<file path="config.mk">
export PLATFORM = sky130hd
export DESIGN_NAME = fwd_operand_unit
export DESIGN_NICKNAME = d
export VERILOG_FILES = /design/src/rtl/fwd_pkg.sv /design/src/rtl/fwd_stage_hit.sv /design/src/rtl/fwd_src_select.sv /design/src/rtl/fwd_operand_mux.sv /design/src/rtl/fwd_operand_unit.sv
export SDC_FILE = /design/constraint.sdc
export NUM_CORES = 1
export LEC_CHECK = 0
export BUFFER_PORTS_ARGS = -buffer_cell sky130_fd_sc_hd__clkbuf_2
export CAP_MARGIN = 20
export CORE_AREA = 3 3 83 85
export DETAILED_ROUTE_END_ITERATION = 8
export DIE_AREA = 0 0 86 88
export PLACE_DENSITY = 0.85
export SLEW_MARGIN = 20
export SYNTH_ARGS = -nofsm -noshare
export SYNTH_HDL_FRONTEND = slang
export SYNTH_SLANG_ARGS = --single-unit
</file>
<file path="constraint.sdc">
create_clock -name vclk -period 4.3
set_clock_uncertainty 0.1 [all_clocks]
set_input_delay 0.645 -clock vclk [all_inputs]
set_output_delay 0.645 -clock vclk [all_outputs]
set_load 0.005 [all_outputs]
</file>
<file path="src/rtl/fwd_pkg.sv">
package fwd_pkg;
    localparam int REG_IDX_W = 5;
    localparam int DATA_W    = 32;
    localparam int SEL_W     = 2;

    typedef enum logic [SEL_W-1:0] {
        SRC_REGFILE = 2'b00,
        SRC_WB      = 2'b01,
        SRC_MEM     = 2'b10
    } fwd_src_e;
endpackage

</file>
<file path="src/rtl/fwd_stage_hit.sv">
module fwd_stage_hit #(
    parameter int IDX_W = 5
) (
    input  logic             wr_en,
    input  logic [IDX_W-1:0] dest,
    input  logic [IDX_W-1:0] src,
    output logic             hit
);
    localparam logic [IDX_W-1:0] ZERO_REG = '0;

    always_comb begin
        hit = wr_en && (dest != ZERO_REG) && (dest == src);
    end
endmodule

</file>
<file path="src/rtl/fwd_src_select.sv">
module fwd_src_select
    import fwd_pkg::*;
#(
    parameter int IDX_W = 5
) (
    input  logic             mem_wr_en,
    input  logic [IDX_W-1:0] mem_rd,
    input  logic             wb_wr_en,
    input  logic [IDX_W-1:0] wb_rd,
    input  logic [IDX_W-1:0] src,
    output fwd_src_e         sel
);
    logic mem_hit;
    logic wb_hit;

    fwd_stage_hit #(.IDX_W(IDX_W)) u_mem_hit (
        .wr_en (mem_wr_en),
        .dest  (mem_rd),
        .src   (src),
        .hit   (mem_hit)
    );

    fwd_stage_hit #(.IDX_W(IDX_W)) u_wb_hit (
        .wr_en (wb_wr_en),
        .dest  (wb_rd),
        .src   (src),
        .hit   (wb_hit)
    );

    // The younger stage is checked first so that its value wins.
    always_comb begin
        if (mem_hit) begin
            sel = SRC_MEM;
        end else if (wb_hit) begin
            sel = SRC_WB;
        end else begin
            sel = SRC_REGFILE;
        end
    end
endmodule

</file>
<file path="src/rtl/fwd_operand_mux.sv">
module fwd_operand_mux
    import fwd_pkg::*;
#(
    parameter int DW = 32
) (
    input  fwd_src_e        sel,
    input  logic [DW-1:0]   rf_value,
    input  logic [DW-1:0]   mem_value,
    input  logic [DW-1:0]   wb_value,
    output logic [DW-1:0]   opnd
);
    always_comb begin
        unique case (sel)
            SRC_MEM:     opnd = mem_value;
            SRC_WB:      opnd = wb_value;
            SRC_REGFILE: opnd = rf_value;
            default:     opnd = rf_value;
        endcase
    end
endmodule

</file>
<file path="src/rtl/fwd_operand_unit.sv">
module fwd_operand_unit
    import fwd_pkg::*;
#(
    parameter int IDX_W = REG_IDX_W,
    parameter int DW    = DATA_W
) (
    input  logic [IDX_W-1:0] ex_rs_a,
    input  logic [IDX_W-1:0] ex_rs_b,
    input  logic [DW-1:0]    ex_rf_a,
    input  logic [DW-1:0]    ex_rf_b,
    input  logic             mem_wr_en,
    input  logic [IDX_W-1:0] mem_rd,
    input  logic [DW-1:0]    mem_value,
    input  logic             wb_wr_en,
    input  logic [IDX_W-1:0] wb_rd,
    input  logic [DW-1:0]    wb_value,
    output logic [SEL_W-1:0] sel_a,
    output logic [SEL_W-1:0] sel_b,
    output logic [DW-1:0]    opnd_a,
    output logic [DW-1:0]    opnd_b
);
    localparam int N_OPND = 2;

    logic [IDX_W-1:0] src_idx [N_OPND];
    logic [DW-1:0]    rf_val  [N_OPND];
    fwd_src_e         src_sel [N_OPND];
    logic [DW-1:0]    opnd    [N_OPND];

    assign src_idx[0] = ex_rs_a;
    assign src_idx[1] = ex_rs_b;
    assign rf_val[0]  = ex_rf_a;
    assign rf_val[1]  = ex_rf_b;

    for (genvar i = 0; i < N_OPND; i++) begin : g_opnd
        fwd_src_select #(.IDX_W(IDX_W)) u_sel (
            .mem_wr_en (mem_wr_en),
            .mem_rd    (mem_rd),
            .wb_wr_en  (wb_wr_en),
            .wb_rd     (wb_rd),
            .src       (src_idx[i]),
            .sel       (src_sel[i])
        );

        fwd_operand_mux #(.DW(DW)) u_mux (
            .sel       (src_sel[i]),
            .rf_value  (rf_val[i]),
            .mem_value (mem_value),
            .wb_value  (wb_value),
            .opnd      (opnd[i])
        );
    end

    assign sel_a  = src_sel[0];
    assign sel_b  = src_sel[1];
    assign opnd_a = opnd[0];
    assign opnd_b = opnd[1];
endmodule

</file>
==> metrics <==
antenna violations before repair=0; Avg Cell Area, Syn=about 5.6 µm²; post-synthesis sequential area ratio=0%; Routed WL per cell=~19 µm; Hold Buf Count CTS=0; setup ws final=between 600 and 700 ps; Crit path top cell by count=clkbuf_2; met2 Use GR=around 55%; Mapped Nets=roughly 610; vias in the first global route=between 4000 and 5000; io pins=roughly 220; busiest grt layer=met2; FMAX=between 200 and 300 MHz; Initial DRT Pass Iterations=5; Placed Cells=just over 700; GRT Total Usage=32.4%; area of the multi-input gates=roughly 2400 µm²; status=finished clean; Worst setup EP type=primary output; Ys Warns=0; most frequent cells in the layout=clkbuf_2 (218), nand2_1 (96), nor4_1 (65); met1 Usage GRT=between 40% and 50%; largest net degree at the start of global routing=36; WP data required=3560 ps; CP cell instances=clkbuf_2 -> xor2_4 -> or2_2 -> o31ai_1 -> a31oi_1 -> clkbuf_2; chip height=~90 µm; WL final=13500 µm; via/cell ratio=6.76; peak supply drop=about 0.11 mV; crit start category=primary input; critical path fanouts, max=33; PostCTS Resize Cnt=0; Initial Util=around 41%; Yosys top cell area share=18.6%; Cells after Synth=about 460; ANT nets after route=0; Setup violations, final=0; number of I/O port buffers=around 220; gr ovfl total=0; DRT iter0 DRCs=494; Clock Buffer Count=0; hold_ws=~1500 ps; first-pass GRT wire length=20500 µm; final hold violation count=0; Worst Tran Pin Value=~900 ps; min cycle time layout=approximately 3700 ps; fill count=slightly above 600; Hold WC Path Type=primary input to primary output; standby leakage power=roughly 1.5 nW; PD cells=roughly 120 nW/µm²; Final Instance Count excl. Fillers=roughly 700; DP Worst Slack=~700 ps; hpwl dp=roughly 9300 µm; RSZ-0062 raised after global routing=no; setup bufs post-CTS=0; number of inserted diodes=0; max incr delay on CP=a little under 800 ps; die area=between 7000 and 8000 µm²; worst path arrival time=between 2000 and 3000 ps; Setup TNS=0 ps; CP max stage cell=or2_2; crit share post-route=between 80% and 90%; CP bufs+invs=2; # DRC=0; commonest non-fill, non-tap cell in the layout=clkbuf_2; Seq Cell Count=0; global placement routability congestion=roughly 0.85; maxcap violations=0; share of layout cells above drive strength 1=about two fifths; FF+latch area=0 µm²; # rows=29; Unique masters post-synth=22; Max Slew Vio Count=0; Synth area leaders=o31ai_1 (19%), nor4_1 (16%), a31oi_1 (15%); Post-Synthesis Cell Area=between 2000 and 3000 µm²; critical path class=primary input to primary output; Synth area leader=o31ai_1; met3 Usage GRT=3.39%; Slew HR=between 30% and 40%; Core ar.=6280 µm²; CP top delay family=simple AND/OR/NAND/NOR gates; Via Count=4756; layout net count=779; width of the die=86 µm; Area Growth Syn to Fin=44.9%
## layer usage
metal,wire (µm),part of all wire [%]
met1,4960,37
met2,6210,46
met3,1910,14
met4,452,3.3
met5,0,0
## synth_stat cells (2+ instances only)
cell / number
nand4_1: 2
xor2_1: 10
a211oi_1: 2
buf_2: 10
buf_4: 3
inv_2: 2
nor4_1: 65
or2_1: 3
buf_1: 2
a31oi_1: 64
clkbuf_1: 57
o211ai_2: 2
or3_1: 2
xnor2_1: 10
nor3_1: 64
o31ai_1: 64
nand2_1: 96
nor4_2: 2
## final cells by class
cell class	instances	area share [%]
Multi-Input combinational cell	389	64.3
Timing Repair Buffer	235	32.9
Tap cell	77	2.57
Inverter	3	0.301
## per-stage QoR
stage	instance area (µm²)	util (%)	total power, mW
finish	3740	59.7	0.452
global route	3740	59.7	0.479
CTS	3740	59.7	0.436
global placement	3740	59.6	0.424
floorplan	2580	-	0.235
detailed placement	3740	59.7	0.434
## cell families after synthesis
kind of cell           synth area share [%]
AO/OA/AOI/OAI                          36.0
XOR/XNOR                               6.78
buffers and inverters                  11.8
AND/OR/NAND/NOR                        45.4
## where the power goes
part	switching [mW]	internal, mW	total, mW
Clock	0	0	0
Sequential	0	0	0
Combinational	0.291	0.160	0.452
## path summary, 6_finish.rpt
check / startpoint / endpoint / slack [ps] / cells after the start
hold / removal: ex_rf_b[30] / opnd_b[30] / 1500 / 4
setup / recovery: wb_rd[1] / opnd_b[15] / 600 / 6
Note: power is estimated with default switching activity, not from simulation.
